<file path="config.mk">
export PLATFORM = sky130hd
export DESIGN_NAME = wfq_tag_sched
export DESIGN_NICKNAME = d
export VERILOG_FILES = /design/src/rtl/wfq_tag_sched.sv
export SDC_FILE = /design/constraint.sdc
export NUM_CORES = 1
export LEC_CHECK = 0
export BUFFER_PORTS_ARGS = -buffer_cell sky130_fd_sc_hd__buf_2
export CAP_MARGIN = 20
export CORE_MARGIN = 3
export CORE_UTILIZATION = 57
export CTS_CLUSTER_SIZE = 14
export DETAILED_ROUTE_END_ITERATION = 8
export PLACE_DENSITY = 0.76
export SLEW_MARGIN = 20
export SYNTH_ARGS = -nofsm -noshare
export SYNTH_HDL_FRONTEND = slang
export SYNTH_SLANG_ARGS = --single-unit
</file>
<file path="constraint.sdc">
create_clock -name clk -period 25.1 [get_ports clk]
set_clock_uncertainty 0.05 [all_clocks]
set_input_delay 3.765 -clock clk [delete_from_list [all_inputs] [get_ports clk]]
set_output_delay 3.765 -clock clk [all_outputs]
set_load 0.02 [all_outputs]
</file>
<file path="src/rtl/wfq_tag_sched.sv">
module wfq_tag_sched #(
  parameter int NUM_FLOWS = 4,
  parameter int DEPTH     = 8,
  parameter int TAG_W     = 24,
  parameter int LEN_W     = 12,
  parameter int WGT_W     = 4
) (
  input  logic                       clk,
  input  logic                       rst_n,
  input  logic [NUM_FLOWS*WGT_W-1:0] flow_wgt,
  input  logic                       arr_valid,
  input  logic [$clog2(NUM_FLOWS)-1:0] arr_flow,
  input  logic [LEN_W-1:0]           arr_len,
  output logic                       arr_drop,
  input  logic                       deq_req,
  output logic                       deq_valid,
  output logic [$clog2(NUM_FLOWS)-1:0] deq_flow,
  output logic [TAG_W-1:0]           deq_tag,
  output logic [TAG_W-1:0]           virt_time
);
  localparam int FID_W = $clog2(NUM_FLOWS);
  localparam int PTR_W = $clog2(DEPTH);
  localparam int CNT_W = $clog2(DEPTH + 1);

  logic [TAG_W-1:0] tagq     [NUM_FLOWS][DEPTH];
  logic [PTR_W-1:0] rdp      [NUM_FLOWS];
  logic [PTR_W-1:0] wrp      [NUM_FLOWS];
  logic [CNT_W-1:0] cnt      [NUM_FLOWS];
  logic [TAG_W-1:0] last_fin [NUM_FLOWS];

  logic [WGT_W-1:0] cur_w;
  logic [LEN_W-1:0] eff_w, scaled;
  logic [TAG_W-1:0] start_tag, fin_tag;
  logic             arr_empty, arr_full, push;

  assign cur_w     = flow_wgt[arr_flow*WGT_W +: WGT_W];
  assign eff_w     = (cur_w == '0) ? LEN_W'(1) : LEN_W'(cur_w);
  assign scaled    = arr_len / eff_w;
  assign arr_empty = (cnt[arr_flow] == '0);
  assign arr_full  = (cnt[arr_flow] == CNT_W'(DEPTH));
  assign start_tag = arr_empty ? virt_time : last_fin[arr_flow];
  assign fin_tag   = start_tag + TAG_W'(scaled);
  assign push      = arr_valid && !arr_full;

  logic             sel_any;
  logic [FID_W-1:0] sel_id;
  logic [TAG_W-1:0] sel_tag;
  logic             pop;

  always_comb begin
    sel_any = 1'b0;
    sel_id  = '0;
    sel_tag = '0;
    for (int f = 0; f < NUM_FLOWS; f++) begin
      if (cnt[f] != '0 && (!sel_any || tagq[f][rdp[f]] < sel_tag)) begin
        sel_any = 1'b1;
        sel_id  = FID_W'(f);
        sel_tag = tagq[f][rdp[f]];
      end
    end
  end

  assign pop = deq_req && sel_any;

  always_ff @(posedge clk) begin
    if (!rst_n) begin
      for (int f = 0; f < NUM_FLOWS; f++) begin
        rdp[f]      <= '0;
        wrp[f]      <= '0;
        cnt[f]      <= '0;
        last_fin[f] <= '0;
      end
      arr_drop  <= 1'b0;
      deq_valid <= 1'b0;
      deq_flow  <= '0;
      deq_tag   <= '0;
      virt_time <= '0;
    end else begin
      arr_drop  <= arr_valid && arr_full;
      deq_valid <= pop;
      if (push) begin
        tagq[arr_flow][wrp[arr_flow]] <= fin_tag;
        wrp[arr_flow]                 <= wrp[arr_flow] + 1'b1;
        last_fin[arr_flow]            <= fin_tag;
      end
      for (int f = 0; f < NUM_FLOWS; f++) begin
        if ((push && arr_flow == FID_W'(f)) && !(pop && sel_id == FID_W'(f)))
          cnt[f] <= cnt[f] + 1'b1;
        else if (!(push && arr_flow == FID_W'(f)) && (pop && sel_id == FID_W'(f)))
          cnt[f] <= cnt[f] - 1'b1;
        if (pop && sel_id == FID_W'(f))
          rdp[f] <= rdp[f] + 1'b1;
      end
      if (pop) begin
        deq_flow <= sel_id;
        deq_tag  <= sel_tag;
        if (sel_tag > virt_time) virt_time <= sel_tag;
      end
    end
  end

  a_r8_vt_monotonic: assert property (@(posedge clk) disable iff (!rst_n)
    1'b1 |=> virt_time >= $past(virt_time));

  a_r8_vt_covers_served: assert property (@(posedge clk) disable iff (!rst_n)
    deq_valid |-> virt_time >= deq_tag);

  a_r5_valid_needs_req: assert property (@(posedge clk) disable iff (!rst_n)
    deq_valid |-> $past(deq_req));

  a_r10_empty_no_valid: assert property (@(posedge clk) disable iff (!rst_n)
    (deq_req && !sel_any) |=> !deq_valid);

  a_r10_empty_vt_hold: assert property (@(posedge clk) disable iff (!rst_n)
    (!sel_any) |=> $stable(virt_time));

  a_r9_drop_when_full: assert property (@(posedge clk) disable iff (!rst_n)
    (arr_valid && cnt[arr_flow] == CNT_W'(DEPTH)) |=> arr_drop);

  a_r9_drop_needs_arrival: assert property (@(posedge clk) disable iff (!rst_n)
    arr_drop |-> $past(arr_valid));

endmodule

</file>
==> reports/metrics.yaml <==
outcome:
  outcome: "complete, no violations"
cells_and_area:
  regArea_um2: 28200
  nFillCells: 5190
  fin_util_pct: 65.3
  multi_input_area_um2: 15000
  design_area_um2: 49700
  synthToLayoutAreaGrowth_pct: 13.3
  drive_gt1_share_pct: 26.5
  final_nets: 3234
worst_setup_path:
  slowest_stage: "mux4_2"
  crit_path_start_kind: "primary input"
  cp-end-kind: "flop"
  crit_fanout: 16
  slowest_delay_ns: 0.56
  worst_ep_required_time_ns: 25.41
  regToRegSetupSlack_ns: 9.98
  cp_common_cell: "ha_1"
  path_class: "in2reg"
  worstPathArrival_ns: 23.96
global_route:
  grt_overflow: 0
  grt_use_total_pct: 28.1
  grt_max_degree: 70
  grt_pass1_vias: 27083
  grt_pass1_wl_um: 169000
  grt_antenna_before_repair: 3
routing:
  vias_per_cell: 6.47
  drtIter0Drc: 3196
  drc: 0
  vias: 26772
  post_drt_wl_per_cell_um: 27.5
  totalWireLength_um: 114000
  ant_nets: 0
  drtPass1Iterations: 6
worst_hold_path:
  hold_path.class: "reg2reg"
cts:
  ctsHoldBuffers: 0
  cts_tree: "done"
  cts_root_buffer: "clkbuf_16"
  cts_buffers: 89
  clock_path_buffers: 3
  clock_sinks: 956
  htreeDepth: 3
  clkLatencyLatePin_ns: 0.65
  clkSlewWorstSetupHoldPaths_ns: 0.06
yosys:
  ys.warnings.count: 0
  ys_seq_elements: 956
  ys_seq_area_share_pct: 64.3
  netlist_area_um2: 43900
  synthCells: 2831
  syn_nets: 3026
  synth_top_area_share_pct: 61.9
  yosys-top-cells-area: "edfxtp_1 (62%), mux4_2 (12%), ha_1 (4.5%), mux2_2 (2.6%), dfxtp_1 (2.4%)"
  synth_ff_type: "edfxtp_1"
  synth_top_area_cell: "edfxtp_1"
  synth_edf_count: 904
  yosysUniqueCellTypes: 83
  async_reset_ff_share_pct: 0
  synth.avg_cell_area_um2: 15.5
floorplanning:
  io_pins: 86
  core_um2: 76100
  die_w_um: 283
  die-area_um2: 80300
  chipHeight_um: 283
  fp-row-count: 101
  initial_utilization_pct: 57.6
place:
  placed_cell_area_um2: 46200
  gp_congestion: 0.962
  preCtsSetupSlack_ns: -1.17
  io_buffers: 85
  place_hpwl_um: 69000
sta:
  fin_crit_sh_pct: 94.2
  setup_viol: 0
  period_minus_slack_ns: 23.64
  worstMarginPinSlew_ns: 1.05
  finalMaxSlewViolations: 0
  timing.final.ws_setup_ns: 1.46
  slew_headroom_pct: 29.5
  hold_viol: 0
  max_freq_ghz: 0.0423
  holdWs_ns: 0.497
run:
  cap_violations: 0
through the flow:
step	TNS [ns]	cells
floorplan	0	2831
global placement	-2.69	3942
detailed placement	-248.27	3942
CTS	-0.792	4111
global route	-9.04	4134
finish	0	4135
layout by cell type (no fill, tap or decap), drive strengths merged, types with 5 or more instances in the layout:
cell and instances:
xnor2 28, edfxtp 904, xor2 20, a21oi 154, a21boi 7, mux2 102
dfxtp 52, clkbuf 119, and2 16, nand2 108, nor4 11, nand2b 55
a211oi 8, nand4 29, clkinvlp 10, o21ai 107, nor2b 19, o211ai 5
nor2 229, mux4 224, inv 159, a21o 76, ha 157, a31oi 5
and3 10, or3 13, bufinv 6, buf 240, o21a 20, or2 8
mux2i 36, clkinv 26, o21bai 5, nand3 20, nor3 42
final timing paths:
kind | startpoint | endpoint | cells after the start
min reg2reg | deq_tag[15] | deq_tag[15] | 2
min | deq_tag[15] | deq_tag[15] | 2
max reg2reg | rdp[1][0] | virt_time[13] | 61
max | arr_flow[0] | tagq[1][166] | 110
layout make-up:
class | count | area share [%]
timing repair inverter | 4 | 0.0605
timing repair buffer | 240 | 3.35
tap | 1030 | 2.59
clock buffer | 119 | 4.94
sequential | 956 | 56.8
antenna | 1 | 0.00504
inverter | 160 | 1.25
multi-input combinational | 1588 | 30.3
clock inverter | 37 | 0.768
worst max-delay path: cells and delay by family:
| kind | cells | cell delay (ns) |
|---|---|---|
| AO/OA/AOI/OAI | 47 | 7.91 |
| XOR/XNOR | 2 | 0.39 |
| adder cells (fa/ha/maj) | 13 | 3.99 |
| buffers and inverters | 12 | 1.43 |
| multiplexers | 4 | 1.30 |
| AND/OR/NAND/NOR | 32 | 5.14 |
synthesized netlist by cell type, drive strengths merged, types with 55 or more instances:
cell and count:
edfxtp 904, nor2 229, mux4 224, inv 160
ha 157, a21oi 154, nand2 108, o21ai 107
mux2 102, clkbuf 89, a21o 76, nand2b 55
repair_timing:
| item | in CTS | in global routing |
|---|---|---|
| gates cloned | 3 | 1 |
| buffers inserted | 10 | 19 |
| endpoints found under the setup margin | 198 | 583 |
| pin swaps | 0 | 13 |
| resized for setup | 13 | 54 |
per-layer routing:
metal  share of wire (%)  routed length, um  vias to the layer above  global-route usage (%)
li1                    -                  -                    11398                       -
met1                  37              41900                    13518                    37.8
met2                  49              55300                     1599                    46.1
met3                 9.7              11100                      257                    4.63
met4                 4.7               5300                        0                    12.2
met5                   0                  0                        -                       0
flip-flops by register name (all words and copies together), names as in the netlist:
name,flops
rdp,12
wrp,12
arr_drop,1
tagq,768
virt_time,24
deq_flow,2
cnt,16
deq_tag,24
deq_valid,1
last_fin,96
logic make-up after synthesis:
family | Yosys count | synth area share [%]
multiplexers | 362 | 15.0
AO/OA/AOI/OAI | 440 | 6.31
buffers and inverters | 287 | 2.47
adder cells (fa/ha/maj) | 162 | 4.69
AND/OR/NAND/NOR | 576 | 6.30
flip-flops | 956 | 64.3
XOR/XNOR | 48 | 0.976
Power is left out: the tool's default activity adds up to more than one toggle a clock period on the data nets, which glitch-free logic cannot reach.
